==> src/rtl/cyc_timer_pkg.sv <==
package cyc_timer_pkg;

    // Phase of the prescaler: clean (zero count) or holding a partial count
    typedef enum logic [0:0] {
        PH_ALIGNED = 1'b0,
        PH_ACCUM   = 1'b1
    } phase_e;

endpackage

==> src/rtl/cyc_timer_ratio.sv <==
module cyc_timer_ratio #(
    parameter int SEL_W   = 4,
    parameter int MAX_LOG = 8,
    localparam int PRE_W  = MAX_LOG
) (
    input  logic             clk,
    input  logic             rst_n,
    input  logic             sync_clr,
    input  logic             wr_en,
    input  logic [SEL_W-1:0] wdata,
    output logic [PRE_W-1:0] term
);

    localparam logic [SEL_W-1:0] TOP_CODE = SEL_W'(MAX_LOG - 1);

    logic [SEL_W-1:0] code_q;
    logic [SEL_W-1:0] eff_code;

    always_ff @(posedge clk or negedge rst_n) begin
        if (!rst_n) begin
            code_q <= '0;
        end else if (sync_clr) begin
            code_q <= '0;
        end else if (wr_en) begin
            code_q <= wdata;
        end
    end

    // Codes past the largest ratio saturate at it
    always_comb begin
        eff_code = (code_q > TOP_CODE) ? TOP_CODE : code_q;
    end

    // Terminal count 2^(code+1)-1: bits 0..code are set
    for (genvar gi = 0; gi < PRE_W; gi++) begin : g_term
        assign term[gi] = (int'(eff_code) >= gi);
    end

endmodule

==> src/rtl/cyc_timer_presc.sv <==
module cyc_timer_presc
    import cyc_timer_pkg::*;
#(
    parameter int PRE_W = 8
) (
    input  logic             clk,
    input  logic             rst_n,
    input  logic             clr,
    input  logic             cyc_en,
    input  logic [PRE_W-1:0] term,
    output logic             tick
);

    phase_e           state_q, state_d;
    logic [PRE_W-1:0] cnt_q, cnt_d;
    logic             at_term;

    assign at_term = (cnt_q == term);

    // State register
    always_ff @(posedge clk or negedge rst_n) begin
        if (!rst_n) begin
            state_q <= PH_ALIGNED;
            cnt_q   <= '0;
        end else begin
            state_q <= state_d;
            cnt_q   <= cnt_d;
        end
    end

    // Next state and count
    always_comb begin
        state_d = state_q;
        cnt_d   = cnt_q;
        if (clr) begin
            state_d = PH_ALIGNED;                 // restart
            cnt_d   = '0;
        end else if (cyc_en) begin
            unique case (state_q)
                PH_ALIGNED: begin
                    if (at_term) begin
                        cnt_d = '0;
                    end else begin
                        state_d = PH_ACCUM;       // start
                        cnt_d   = cnt_q + 1'b1;
                    end
                end
                PH_ACCUM: begin
                    if (at_term) begin
                        state_d = PH_ALIGNED;     // complete
                        cnt_d   = '0;
                    end else begin
                        cnt_d = cnt_q + 1'b1;     // hold phase
                    end
                end
                default: begin
                    state_d = PH_ALIGNED;
                    cnt_d   = '0;
                end
            endcase
        end
    end

    // Outputs
    always_comb begin
        tick = 1'b0;
        if (!clr && cyc_en) begin
            unique case (state_q)
                PH_ALIGNED: tick = at_term;
                PH_ACCUM:   tick = at_term;
                default:    tick = 1'b0;
            endcase
        end
    end

endmodule

==> src/rtl/cyc_timer_count.sv <==
module cyc_timer_count #(
    parameter int TMR_W = 8
) (
    input  logic             clk,
    input  logic             rst_n,
    input  logic             sync_clr,
    input  logic             wr_en,
    input  logic [TMR_W-1:0] wdata,
    input  logic             tick,
    output logic [TMR_W-1:0] q,
    output logic             ovf
);

    localparam logic [TMR_W-1:0] ALL_ONES = '1;

    always_ff @(posedge clk or negedge rst_n) begin
        if (!rst_n) begin
            q   <= '0;
            ovf <= 1'b0;
        end else if (sync_clr) begin
            q   <= '0;
            ovf <= 1'b0;
        end else begin
            ovf <= tick && !wr_en && (q == ALL_ONES);
            if (wr_en) begin
                q <= wdata;
            end else if (tick) begin
                q <= q + 1'b1;
            end
        end
    end

endmodule

==> src/rtl/cyc_timer.sv <==
module cyc_timer #(
    parameter int TMR_W   = 8,
    parameter int SEL_W   = 4,
    parameter int MAX_LOG = 8
) (
    input  logic             clk,
    input  logic             rst_n,
    input  logic             ext_rst,
    input  logic             wdt_rst,
    input  logic             cyc_en,
    input  logic             tmr_wr,
    input  logic [TMR_W-1:0] tmr_wdata,
    input  logic             ratio_wr,
    input  logic [SEL_W-1:0] ratio_wdata,
    output logic [TMR_W-1:0] tmr_q,
    output logic             ovf_o
);

    localparam int PRE_W = MAX_LOG;

    logic             sync_clr;
    logic             presc_clr;
    logic [PRE_W-1:0] term;
    logic             tick;

    assign sync_clr  = ext_rst | wdt_rst;
    assign presc_clr = sync_clr | tmr_wr | ratio_wr;

    cyc_timer_ratio #(.SEL_W(SEL_W), .MAX_LOG(MAX_LOG)) i_ratio (
        .clk      (clk),
        .rst_n    (rst_n),
        .sync_clr (sync_clr),
        .wr_en    (ratio_wr),
        .wdata    (ratio_wdata),
        .term     (term)
    );

    cyc_timer_presc #(.PRE_W(PRE_W)) i_presc (
        .clk    (clk),
        .rst_n  (rst_n),
        .clr    (presc_clr),
        .cyc_en (cyc_en),
        .term   (term),
        .tick   (tick)
    );

    cyc_timer_count #(.TMR_W(TMR_W)) i_count (
        .clk      (clk),
        .rst_n    (rst_n),
        .sync_clr (sync_clr),
        .wr_en    (tmr_wr),
        .wdata    (tmr_wdata),
        .tick     (tick),
        .q        (tmr_q),
        .ovf      (ovf_o)
    );

endmodule

==> config.mk <==
export PLATFORM = sky130hd
export DESIGN_NAME = cyc_timer
export DESIGN_NICKNAME = d
export VERILOG_FILES = /design/src/rtl/cyc_timer_pkg.sv /design/src/rtl/cyc_timer_ratio.sv /design/src/rtl/cyc_timer_presc.sv /design/src/rtl/cyc_timer_count.sv /design/src/rtl/cyc_timer.sv
export SDC_FILE = /design/constraint.sdc
export NUM_CORES = 1
export LEC_CHECK = 0
export BUFFER_PORTS_ARGS = -buffer_cell sky130_fd_sc_hd__buf_2
export CAP_MARGIN = 30
export CORE_MARGIN = 5
export CORE_UTILIZATION = 49
export CTS_CLUSTER_SIZE = 40
export DETAILED_ROUTE_END_ITERATION = 10
export PLACE_DENSITY = 0.79
export SYNTH_ARGS = -nofsm -noshare
export SYNTH_HDL_FRONTEND = slang
export SYNTH_SLANG_ARGS = --single-unit
==> constraint.sdc <==
create_clock -name clk -period 1.9 [get_ports clk]
set_input_delay 0.475 -clock clk [delete_from_list [all_inputs] [get_ports clk]]
set_output_delay 0.475 -clock clk [all_outputs]
set_load 0.005 [all_outputs]
# [Yosys cells after proc, flatten, opt, wreduce, memory -nomap -nowiden]
# Cells that the tools add are included.
[classes] n_bitwise=3 eq_ne=2 n_reduce_logical=8 order_cmp=8 add_sub_neg=2 n_mux=11
[ops] operator="2-to-1 mux 8 bit" count=6
[ops] operator="adder 8 x 1 -> 8 bit (second input constant)" count=2
[ops] operator="greater-or-equal comparator 4 x 3 -> 1 bit (second input constant)" count=4
[ops] operator="2-to-1 mux 4 bit" count=3
[ops] operator="== test 8 bit" count=1
[ops] operator="== test 8 bit (second input constant)" count=1
[ops] operator="greater-or-equal comparator 4 x 2 -> 1 bit (second input constant)" count=2
[ops] operator="greater-or-equal comparator 4 x 1 -> 1 bit (second input constant)" count=1
[ops] operator="greater-than comparator 4 x 3 -> 1 bit (second input constant)" count=1
[ops] operator="nonzero test 2 bit" count=2
[ops] operator="logical AND 1 bit" count=3
[ops] operator="bitwise OR 1 bit" count=3
[ops] operator="nonzero test 3 bit" count=1
[ops] operator="logical NOT 1 bit" count=2
[ops] operator="2-to-1 mux 1 bit" count=2
[word_totals] elab_cells=38 regBits=21 out_inout_bits=9 input_bits=19

# [Logic depth before layout (Yosys ltp)]
# Gate-level depths: netlist of run 1.
[depth] ltp_word=9 depth_mapped=7 mapped_depth_nobuf=6

# [Modules after synthesis]
# Synthesis of run 1 repeated with hierarchy kept, for this count alone.
[unflattened] cells_unflattened=134 area_unflattened_um2=1255.0
[by_module_without_submodules] module="cyc_timer_presc" cells_each=57 n_inst=1 seq_area_each_um2=200.2 area_per_inst_um2=525.5
[by_module_without_submodules] module="cyc_timer_count" cells_each=52 n_inst=1 seq_area_each_um2=225.2 area_per_inst_um2=485.5
[by_module_without_submodules] module="cyc_timer_ratio" cells_each=23 n_inst=1 seq_area_each_um2=100.1 area_per_inst_um2=230.2
[by_module_without_submodules] module="cyc_timer" cells_each=2 n_inst=1 seq_area_each_um2=0.0 area_per_inst_um2=13.8

# [Worst setup path after synthesis of run 1]
# OpenSTA, ideal clock, no wires.
[synth_path] path_kind="input-to-reg" from="input port wdt_rst" to="register i_count.q[7]" required_time_ns=1.813 arrival_ns=2.172 setup_time_ns=0.087 path_slack_ns=-0.359 stages=7 path_buffers=1 cell_sequence="or2_1 > buf_2 > nor4b_4 > nand3_1 > nor4_4 > mux2_4 > a211oi_2"
[synth_between] elab_chain_len=7 elab_cells_between_ends=8 classes_between="mux: 2; bitwise: 3; reduce/logical: 3"
[synth_rtl] item="from (decl)" line_no="cyc_timer.sv:9" source="input logic wdt_rst,"
[synth_rtl] item="bitwise OR 1 bit (*)" line_no="cyc_timer.sv:26" source="assign sync_clr = ext_rst | wdt_rst;"
[synth_rtl] item="bitwise OR 1 bit (2 in series)" line_no="cyc_timer.sv:27" source="assign presc_clr = sync_clr | tmr_wr | ratio_wr;"
[synth_rtl] item="logical NOT 1 bit" line_no="cyc_timer_presc.sv:67" source="if (!clr && cyc_en) begin"
[synth_rtl] item="logical AND 1 bit" line_no="cyc_timer_presc.sv:67"
[synth_rtl] item="2-to-1 mux 1 bit" line_no="cyc_timer_presc.sv:67"
[synth_rtl] item="nonzero test 3 bit (no line)"
[synth_rtl] item="to (signal assigned)" line_no="cyc_timer_count.sv:26" source="q <= wdata;"
[synth_rtl] item="to (signal assigned)" line_no="cyc_timer_count.sv:28" source="q <= q + 1'b1;"
[synth_rtl] item="to (decl)" line_no="cyc_timer_count.sv:10" source="output logic [TMR_W-1:0] q,"
# Every way passes the cells marked *; elsewhere a longest branch is shown, timed or not.
# A chain may end at the register's enable or synchronous reset.

# [Final worst setup path of run 1]
[layout_path] from="register i_ratio.code_q[1]" to="register i_presc.cnt_q[4]"
[layout_between] elab_chain_len=7 elab_cells_between_ends=13 classes_between="order compare: 8; eq/ne: 1; mux: 4"
[layout_rtl] item="from (decl)" line_no="cyc_timer_ratio.sv:16" source="logic [SEL_W-1:0] code_q;"
[layout_rtl] item="from (signal assigned)" line_no="cyc_timer_ratio.sv:25" source="code_q <= wdata;"
[layout_rtl] item="greater-than comparator 4 x 3 -> 1 bit" line_no="cyc_timer_ratio.sv:31" source="eff_code = (code_q > TOP_CODE) ? TOP_CODE : code_q;"
[layout_rtl] item="2-to-1 mux 4 bit (*)" line_no="cyc_timer_ratio.sv:31"
[layout_rtl] item="greater-or-equal comparator 4 x 1 -> 1 bit (tied with other cells)" line_no="cyc_timer_ratio.sv:36" source="assign term[gi] = (int'(eff_code) >= gi);"
[layout_rtl] item="== test 8 bit (*)" line_no="cyc_timer_presc.sv:18" source="assign at_term = (cnt_q == term);"
[layout_rtl] item="2-to-1 mux 8 bit (*)" line_no="cyc_timer_presc.sv:41, cyc_timer_presc.sv:49"
[layout_rtl] item="2-to-1 mux 8 bit (*)" line_no="cyc_timer_presc.sv:38" source="end else if (cyc_en) begin"
[layout_rtl] item="2-to-1 mux 8 bit (*)" line_no="cyc_timer_presc.sv:35" source="if (clr) begin"
[layout_rtl] item="to (signal assigned)" line_no="cyc_timer_presc.sv:27" source="cnt_q <= cnt_d;"
[layout_rtl] item="to (decl)" line_no="cyc_timer_presc.sv:15" source="logic [PRE_W-1:0] cnt_q, cnt_d;"
# Every way passes the cells marked *; elsewhere a longest branch is shown, timed or not. The select of a mux whose other input is x is not followed.

==> results_dict.tcl, run 1 <==
set metrics [dict create \
    status "finished, violations left" \
    violations "negative setup slack" \
    fin_ws_ns -0.0916 \
    chipHeight_um 63.7 \
    yosysWarningCount 0 \
    route.detailed.drc 0 \
    layout-drive-gt1-share_pct 44.2 \
    combPwrFrac_pct 19.5 \
    synthCells 150 \
    hold_class "in -> async" \
    cts-buffers-inserted 3 \
    clk_latency_ns 0.30 \
    path_class "reg -> reg" \
    grt_pass1_vias 1427 \
    area_growth_pct 38.2 \
    nets 230 \
    slew_headroom_pct 66.8 \
    io_pins 28 \
    worstPathMaxFanout 8 \
    track_usage_pct 19.1 \
    synth_top_cell_area_share_pct 37.2 \
    vdd_drop_max_mv 0.448 \
    viasPerCell 5.80 \
    clock_path_buffers 2 \
    cts_sinks 21 \
    first_iter_violations 75 \
    synthDistinctLibCells 46 \
    root_buffer "clkbuf_4" \
    fp-row-count 19 \
    min_period_ns 1.99 \
    gp_congestion 0.900 \
    nFillCells 206 \
    power_density_nw_per_um2 439 \
    slew_violations 0 \
    syn_area_um2 1410 \
    cp-start-kind "flop" \
    fmax_mhz 502 \
    finalSetupViolCount 11 \
    antenna_cells 0 \
    ctsHtreeMaxLevel 1 \
    seqPwrFrac_pct 54.8 \
    dieWidth_um 63.7 \
    drt-pass1-iter-count 4 \
    p_clk_share_pct 25.7 \
    post-route-util_pct 70.8 \
    switching_share_pct 27.6 \
    syn_area_per_cell_um2 9.42 \
    ys_ff_latch 21 \
    finalCritPeriodShare_pct 105 \
    critPathCaptureType "flop" \
    tightest_slew_ns 0.499 \
    p_total_mw 0.857 \
    core_area_um2 2760 \
    grt-ovfl-total 0 \
    arrival_ns 2.20 \
    dpl.cell_count 228 \
    grt_antenna_before_repair 0 \
    synth.net_count 171 \
    io_buffers 27 \
    antenna_left 0 \
    grt_max_degree 22 \
    layout.area.seq_um2 531 \
    leakage_nw 0.865 \
    path_clk_slew_ns 0.12 \
    fin_cells 239 \
    drt_wl_total_um 3880 \
    dp_slack_ns -0.225 \
    synth_area_leaders "dfrtp_1 37%, nand3_1 5.3%, mux2i_1 4.3%" \
    rsz0062_at_grt "true" \
    cts_tree "done" \
    ys_seq_area_share_pct 37.2 \
    multi_input_area_um2 913 \
    cts_hold_buffers 0 \
    avgRoutedWirePerCell_um 16.2 \
    maxCapViolCount 0 \
    critPathRequiredTime_ns 2.11 \
    final-hold-violation-count 0 \
    synth_top_cell_by_area "dfrtp_1" \
    switchingPower_mw 0.237 \
    fin_skew_ns 0.00340 \
    mostFrequentLayoutCells "29 x buf_4, 27 x buf_2, 17 x dfrtp_1" \
    final_common_cell "buf_4" \
    dpl.hpwl_um 2740 \
    grt_pass1_wl_um 6410 \
    internal_power_mw 0.620 \
    die_area_um2 4060 \
    num_vias 1387 \
    tns_ns -0.573 \
    start_util_pct 51.2 \
]
-- cells by family after synthesis --
family / Yosys count / synth area share, %
AOI/OAI and AO/OA: 33 / 18.8
DFF: 21 / 37.2
and+or+nand+nor: 67 / 29.0
xor gates and xnor gates: 6 / 3.72
buffers and inverters: 14 / 4.25
muxes: 7 / 5.31
adders and majority gates: 2 / 1.77
-- through the flow --
step | hold slack (ns) | instance area, um2
2_1_floorplan | 0.179 | 1440
3_3_place_gp | 0.461 | 1770
3_5_place_dp | 0.466 | 1770
4_1_cts | 0.119 | 1860
5_1_grt | 0.133 | 1950
6_report | 0.118 | 1950
-- critical path, cell delays in order (launching register included) --
cell	delay (ns)
dfrtp_2	0.47
buf_6	0.14
a211o_1	0.13
a32oi_2	0.11
a22o_4	0.32
o31ai_4	0.36
nor3_1	0.09
a211o_1	0.27
-- final cells by class --
cell class	instances	area share [%]
clock buffers	4	1.35
inverters	6	1.15
multi-input cells	115	46.8
flip-flops and latches	21	27.2
well taps	31	1.99
repair buffers	62	21.5
-- registers in the layout (all words and copies together), names as in the netlist --
name and cells:
i_count.q 8, i_presc.cnt_q 8, i_ratio.code_q 4, i_count.ovf 1
-- Yosys cell counts, drive strengths merged --
| master | number |
|---|---|
| o311ai | 1 |
| and2 | 2 |
| a211o | 3 |
| or2 | 3 |
| a21o | 1 |
| xnor2 | 4 |
| clkbuf | 4 |
| o211ai | 3 |
| mux2i | 6 |
| a211oi | 1 |
| inv | 6 |
| and4b | 1 |
| and3 | 1 |
| o21bai | 2 |
| dfrtp | 21 |
| o2bb2ai | 1 |
| a22o | 1 |
| ha | 2 |
| nor3 | 12 |
| a32oi | 1 |
| nand3 | 15 |
| nor3b | 1 |
| nor2 | 10 |
| mux2 | 1 |
| nor4b | 2 |
| o21ai | 9 |
| buf | 4 |
| nand4 | 2 |
| a31oi | 1 |
| or3 | 2 |
| xor2 | 2 |
| a311o | 1 |
| and4 | 2 |
| nand2 | 10 |
| nor4 | 3 |
| o31ai | 1 |
| o2111ai | 1 |
| nor2b | 1 |
| o22ai | 1 |
| a21oi | 4 |
| a22oi | 1 |
-- final timing paths --
path / startpoint / end / slack, ns / cells after the start
max: i_ratio.code_q[1]$_DFFE_PN0P_ / i_presc.cnt_q[4]$_DFFE_PN0P_ / -0.09 / 7
min: rst_n / i_count.q[4]$_DFFE_PN0P_ / 0.12 / 1
max reg2reg: i_ratio.code_q[1]$_DFFE_PN0P_ / i_presc.cnt_q[4]$_DFFE_PN0P_ / -0.09 / 7
min reg2reg: i_count.q[7]$_DFFE_PN0P_ / i_count.ovf$_DFF_PN0_ / 0.56 / 2
max in group asynchronous: rst_n / i_ratio.code_q[2]$_DFFE_PN0P_ / 1.42 / 1
min in group clk: tmr_wdata[4] / i_count.q[4]$_DFFE_PN0P_ / 0.41 / 3
-- timing repair --
item                                    CTS  global route
hold endpoints to repair                  0             0
gates resized for setup                  12            16
cloned                                    0             0
buffers inserted                          4             3
pin swaps                                11            15
endpoints found under the setup margin   15            16
-- power by group through the flow --
stage | combinational [mW] | sequential (mW) | clock, mW
floorplan | 0.0817 | 0.472 | 0
global placement | 0.134 | 0.476 | 0
detailed placement | 0.138 | 0.477 | 0
CTS | 0.150 | 0.469 | 0.225
global route | 0.181 | 0.472 | 0.248
finish | 0.167 | 0.470 | 0.220
-- routing by layer --
layer / global-route usage [%] / share of wire (%) / routed length (um)
met2: 34.1 / 53 / 2060
met1: 23.6 / 41 / 1610
met3: 3.02 / 4.3 / 168
met4: 4.68 / 1.2 / 48
met5: 0 / 0 / 0
Note: power is estimated with default switching activity, not from simulation.
==> inputs of run 2 (changes only) <==
CORE_UTILIZATION = 41   (was 49)
PLACE_DENSITY = 0.69   (was 0.79)
==> run 2 against run 1 <==
Sequential power barely moved. Clock-buffer cell count did not move. Register-to-register slack barely moved. Utilization fell by 13 points. Power fell by 1.2%. The flow still finishes with violations (negative setup slack).
==> results_dict.tcl, run 2 (synthesis gave the netlist of run 1 again) <==
set metrics [dict create \
    min_period_ns 1.98 \
    route.detailed.drc 0 \
    antenna_left 0 \
    rr_endpoint "i_count.q[5]$_DFFE_PN0P_" \
    status "finished, violations left" \
    grt_pass1_vias 1454 \
    slew_headroom_pct 67.1 \
    viasPerCell 5.22 \
    cp-start-kind "flop" \
    path_clk_slew_ns 0.12 \
    final-hold-violation-count 0 \
    power_density_nw_per_um2 435 \
    critPathCaptureType "flop" \
    cts_tree "done" \
    mostFrequentLayoutCells "28 x buf_4, 27 x buf_2, 16 x dfrtp_1" \
    clock_path_buffers 2 \
    slowest_stage "dfrtp_2" \
    ctsHtreeMaxLevel 1 \
    final_common_cell "buf_4" \
    p_total_mw 0.847 \
    path_class "reg -> reg" \
    drt-pass1-iter-count 4 \
    hold_class "in -> async" \
    maxCapViolCount 0 \
    die_area_um2 4720 \
    grt_antenna_before_repair 0 \
    vdd_drop_max_mv 0.291 \
    gp_congestion 0.869 \
    crit_path_end "i_count.q[5]$_DFFE_PN0P_" \
    fin_skew_ns 0.00312 \
    tightest_slew_ns 0.493 \
    crit_start "i_ratio.code_q[0]$_DFFE_PN0P_" \
    fmax_mhz 504 \
    largestRegisters "i_count.q (8), i_presc.cnt_q (8), i_ratio.code_q (4)" \
    finalSetupViolCount 10 \
    finalCritPeriodShare_pct 104 \
    rr_startpoint "i_ratio.code_q[0]$_DFFE_PN0P_" \
    critPathRequiredTime_ns 2.12 \
    met2_usage_pct 35.0 \
    grt_util_met1_pct 21.9 \
    arrival_ns 2.21 \
    track_usage_pct 18.6 \
    grt-ovfl-total 0 \
    root_buffer "clkbuf_4" \
    antenna_cells 0 \
    area_growth_pct 37.6 \
    whs_ns 0.114 \
    fin_area_um2 1940 \
    grt_max_degree 22 \
    fp-row-count 21 \
    layout-drive-gt1-share_pct 45.9 \
    cts_sinks 21 \
    worstPathMaxFanout 4 \
    chipHeight_um 68.7 \
    leakage_nw 0.851 \
    clk_latency_ns 0.30 \
    io_pins 28 \
    critical_path.cell_chain "buf_6 > a211o_1 > a32oi_1 > a22o_4 > nor4_4 > buf_4 > mux2i_2 > nor3_1" \
    dieWidth_um 68.7 \
    io_buffers 27 \
    dpl.hpwl_um 2830 \
    tns_ns -0.494 \
    r2r_setup_slack_ns -0.08 \
    drt_wl_total_um 3840 \
    num_vias 1311 \
    cts-buffers-inserted 3 \
    grt_pass1_wl_um 6580 \
    rsz0062_at_grt "true" \
    first_iter_violations 100 \
    reg2regPathDepth 8 \
    max_stage_delay_ns 0.46 \
    grt_util_met3_pct 2.11 \
    fin_ws_ns -0.0829 \
    cts_hold_buffers 0 \
    slew_violations 0 \
    place_area_um2 1780 \
    grt.busiest_layer "met2" \
    start_util_pct 42.3 \
    avgRoutedWirePerCell_um 15.3 \
    violations "negative setup slack" \
    core_area_um2 3340 \
    nets 227 \
    dp_slack_ns -0.189 \
]
==> run 2: cell count changes in the layout (fill, tap and decap cells not counted), moves of 2 or more <==
cell,delta
nor3_1,-4
nor3_2,+4
a21oi_2,+2
buf_6,-2
==> run 2: stage by stage <==
stage | std cells | util [%]
after floorplan | 150 | -
after global placement | 241 | 53.2
after detailed placement | 241 | 53.2
after CTS | 251 | 57.0
after global routing | 251 | 58.3
final | 251 | 58.3
==> run 2: worst min path at each step <==
stage | start | endpoint | slack [ns] | depth (start not counted)
final | rst_n | i_presc.cnt_q[4]$_DFFE_PN0P_ | 0.11 | 1
after global routing | rst_n | i_presc.cnt_q[7]$_DFFE_PN0P_ | 0.14 | 1
after CTS | rst_n | i_presc.cnt_q[4]$_DFFE_PN0P_ | 0.13 | 1
after detailed placement | rst_n | i_presc.cnt_q[4]$_DFFE_PN0P_ | 0.47 | 1
after global placement | rst_n | i_presc.cnt_q[2]$_DFFE_PN0P_ | 0.47 | 1
after floorplan | rst_n | i_count.ovf$_DFF_PN0_ | 0.18 | 0
==> run 2: critical path: cells and delay by family, from the launching register on <==
| kind | cells | cell delay (ns) |
|---|---|---|
| buffers and inverters | 2 | 0.31 |
| AO/OA/AOI/OAI | 3 | 0.76 |
| multiplexers | 1 | 0.15 |
| flip-flops | 1 | 0.46 |
| AND/OR/NAND/NOR | 2 | 0.22 |
==> run 2: layout make-up <==
type / instances / area (um2)
clock buffer: 4 / 26.3
sequential: 21 / 532
fill: 312 / 1390
tap: 46 / 57.6
inverter: 6 / 22.5
timing repair buffer: 59 / 390
multi-input combinational: 115 / 916
==> run 2: repair_timing <==
item / in CTS / in global routing
cloned: 0 / 0
resized for setup: 18 / 11
setup buffers: 6 / 0
setup endpoints to repair: 14 / 16
pin swaps: 13 / 6
==> run 2: report_power, final <==
part	switching (mW)	internal [mW]	total [mW]
combinational	0.0823	0.0762	0.159
clock	0.137	0.0817	0.219
sequential	0.0135	0.456	0.469
total	0.233	0.614	0.847
==> run 2: layer usage <==
metal / part of all wire, % / vias up
met4: 0.36 / 0
met2: 52 / 29
met3: 3.1 / 2
met1: 45 / 616
met5: 0 / -
li1: - / 664
==> inputs of run 3 (changes only) <==
PLACE_DENSITY = 0.66   (was 0.69)
RECOVER_POWER = 50   (was not set)
clock period = 2.15 ns   (was 1.9 ns; I/O delays follow)
==> run 3 against run 2 <==
The flow now finishes without violations. First-iteration DRC count is 51% lower. Power decreased by 14%. Sequential share of layout area is 3.2 points higher. Routed wire length down 6.1%. Sequential power is 12% lower. Highest routed layer unchanged. Critical path depth unchanged. Via count shrank 0.46%. Critical endpoint is now i_presc.cnt_q[4]$_DFFE_PN0P_.
==> results_dict.tcl, run 3 (synthesis gave the netlist of run 1 again) <==
set metrics [dict create \
    status "completed" \
    path_common_cell "buf_4" \
    slew_violations 0 \
    layout-drive-gt1-share_pct 34.2 \
    dpl.cell_count 228 \
    worstPathMaxFanout 6 \
    drt_wl_total_um 3610 \
    cts_tree "done" \
    rr_startpoint "i_ratio.code_q[2]$_DFFE_PN0P_" \
    critical_path.cell_chain "buf_4 > and4b_1 > o21bai_1 > a22o_4 > o31ai_4 > buf_4 > nor3_1 > a211o_1" \
    die_area_um2 4720 \
    start_util_pct 42.3 \
    first_iter_violations 49 \
    cts-buffers-inserted 3 \
    hold_class "in -> async" \
    critical_path.top_delay_family "compound AO/OA/AOI/OAI gates" \
    grt_pass1_wl_um 5950 \
    finalSetupViolCount 0 \
    seqPwrFrac_pct 56.8 \
    switchingPower_mw 0.201 \
    internal_power_mw 0.528 \
    critPathBufInv 2 \
    post-route-util_pct 52.1 \
    rr_endpoint "i_presc.cnt_q[4]$_DFFE_PN0P_" \
    fin_cells 236 \
    vdd_drop_max_mv 0.243 \
    track_usage_pct 16.4 \
    clock_path_buffers 2 \
    fp-row-count 21 \
    maxCapViolCount 0 \
    dpl.hpwl_um 2750 \
    p_clk_share_pct 27.0 \
    area_growth_pct 23.0 \
    dieWidth_um 68.7 \
    final-hold-violation-count 0 \
    num_vias 1305 \
    reg2regPathDepth 8 \
    cp-start-kind "flop" \
    nets 212 \
    fin_skew_ns 0.000717 \
    avgRoutedWirePerCell_um 15.3 \
    cts_sinks 21 \
    arrival_ns 2.33 \
    slew_headroom_pct 23.1 \
    core_area_um2 3340 \
    finalCritPeriodShare_pct 99.0 \
    max_stage_delay_ns 0.44 \
    viasPerCell 5.53 \
    antenna_left 0 \
    nFillCells 321 \
    antenna_cells 0 \
    clk_latency_ns 0.30 \
    io_pins 28 \
    mostFrequentLayoutCells "25 x buf_2, 17 x dfrtp_1, 15 x nand3_1, 15 x buf_4, 11 x nor3_1" \
    path_class "reg -> reg" \
    grt_max_degree 22 \
    ctsHtreeMaxLevel 1 \
    combPwrFrac_pct 16.2 \
    whs_ns 0.427 \
    grt_antenna_before_repair 0 \
    route.detailed.drc 0 \
    power_density_nw_per_um2 419 \
    largestRegisters "i_count.q (8), i_presc.cnt_q (8), i_ratio.code_q (4)" \
    leakage_nw 0.754 \
    grt_pass1_vias 1366 \
    drt-pass1-iter-count 4 \
    chipHeight_um 68.7 \
    critPathRequiredTime_ns 2.35 \
    switching_share_pct 27.6 \
    root_buffer "clkbuf_4" \
    critPathCaptureType "flop" \
    tightest_slew_ns 1.15 \
    min_period_ns 2.13 \
    slowest_stage "dfrtp_2" \
    gp_congestion 0.790 \
    grt-ovfl-total 0 \
    path_clk_slew_ns 0.12 \
    io_buffers 27 \
    fmax_mhz 470 \
    final_common_cell "buf_2" \
    r2r_setup_slack_ns 0.02 \
]
[run 3: cell types whose count changed in the layout (fill, tap and decap cells not counted), moves of 3 or more]
cell | previous run | this run
buf_4 | 28 | 15
buf_6 | 4 | 0
clkbuf_1 | 1 | 4
nor3_1 | 4 | 11
nor3_2 | 8 | 1
o21ai_0 | 4 | 7
[run 3: worst reg2reg max path, delay by kind of cell (launching register included)]
kind	cells	cell delay (ns)
compound gates	4	0.97
buf+inv	2	0.35
flops	1	0.44
simple gates	2	0.25
[run 3: how the worst max path moves through the flow]
stage / start / to / slack [ns] / depth (start not counted)
after CTS: i_ratio.code_q[2]$_DFFE_PN0P_ / i_count.q[7]$_DFFE_PN0P_ / 0.004 / 6
after global placement: wdt_rst / i_count.q[4]$_DFFE_PN0P_ / 0.03 / 8
final: i_ratio.code_q[2]$_DFFE_PN0P_ / i_presc.cnt_q[4]$_DFFE_PN0P_ / 0.02 / 8
after floorplan: wdt_rst / i_count.q[7]$_DFFE_PN0P_ / -0.13 / 7
after detailed placement: wdt_rst / i_count.q[4]$_DFFE_PN0P_ / -0.06 / 8
after global routing: i_ratio.code_q[1]$_DFFE_PN0P_ / i_presc.cnt_q[4]$_DFFE_PN0P_ / -0.04 / 7
[run 3: through the flow]
step	power (mW)	setup TNS, ns	setup WS, ns	instance area (um2)
finish	0.729	0	0.0224	1740
global route	0.764	-0.0528	-0.0367	1740
CTS	0.732	0	0.00413	1700
detailed placement	0.535	-0.214	-0.0595	1670
global placement	0.531	0	0.0306	1670
floorplan	0.485	-0.130	-0.130	1410
[run 3: area by class of cell]
cell class,instances,area [um2],share of cell area [%]
clock buffers,4,26.3,1.51
inverters,6,22.5,1.30
multi-input cells,115,847,48.7
flip-flops and latches,21,531,30.5
well taps,46,57.6,3.31
repair buffers,44,254,14.6
[run 3: power by group through the flow]
stage,Sequential [mW],Clock [mW],Combinational [mW]
floorplan,0.417,0,0.0675
global placement,0.422,0,0.109
detailed placement,0.422,0,0.114
CTS,0.415,0.203,0.114
global route,0.416,0.218,0.130
finish,0.414,0.197,0.118
[run 3: metal layers]
metal  track usage, %  part of all wire [%]  vias up
li1                 -                     -      640
met1             18.9                    45      637
met2             29.8                    50       22
met3             2.76                   3.5        6
met4             6.81                   1.5        0
met5                0                     0        -
[run 3: what timing repair did]
item	in CTS	in global routing
pin swaps	1	3
buffers inserted	0	4
hold buffers	0	0
setup endpoints to repair	5	7
gates resized for setup	1	9
endpoints found under the hold margin	0	0
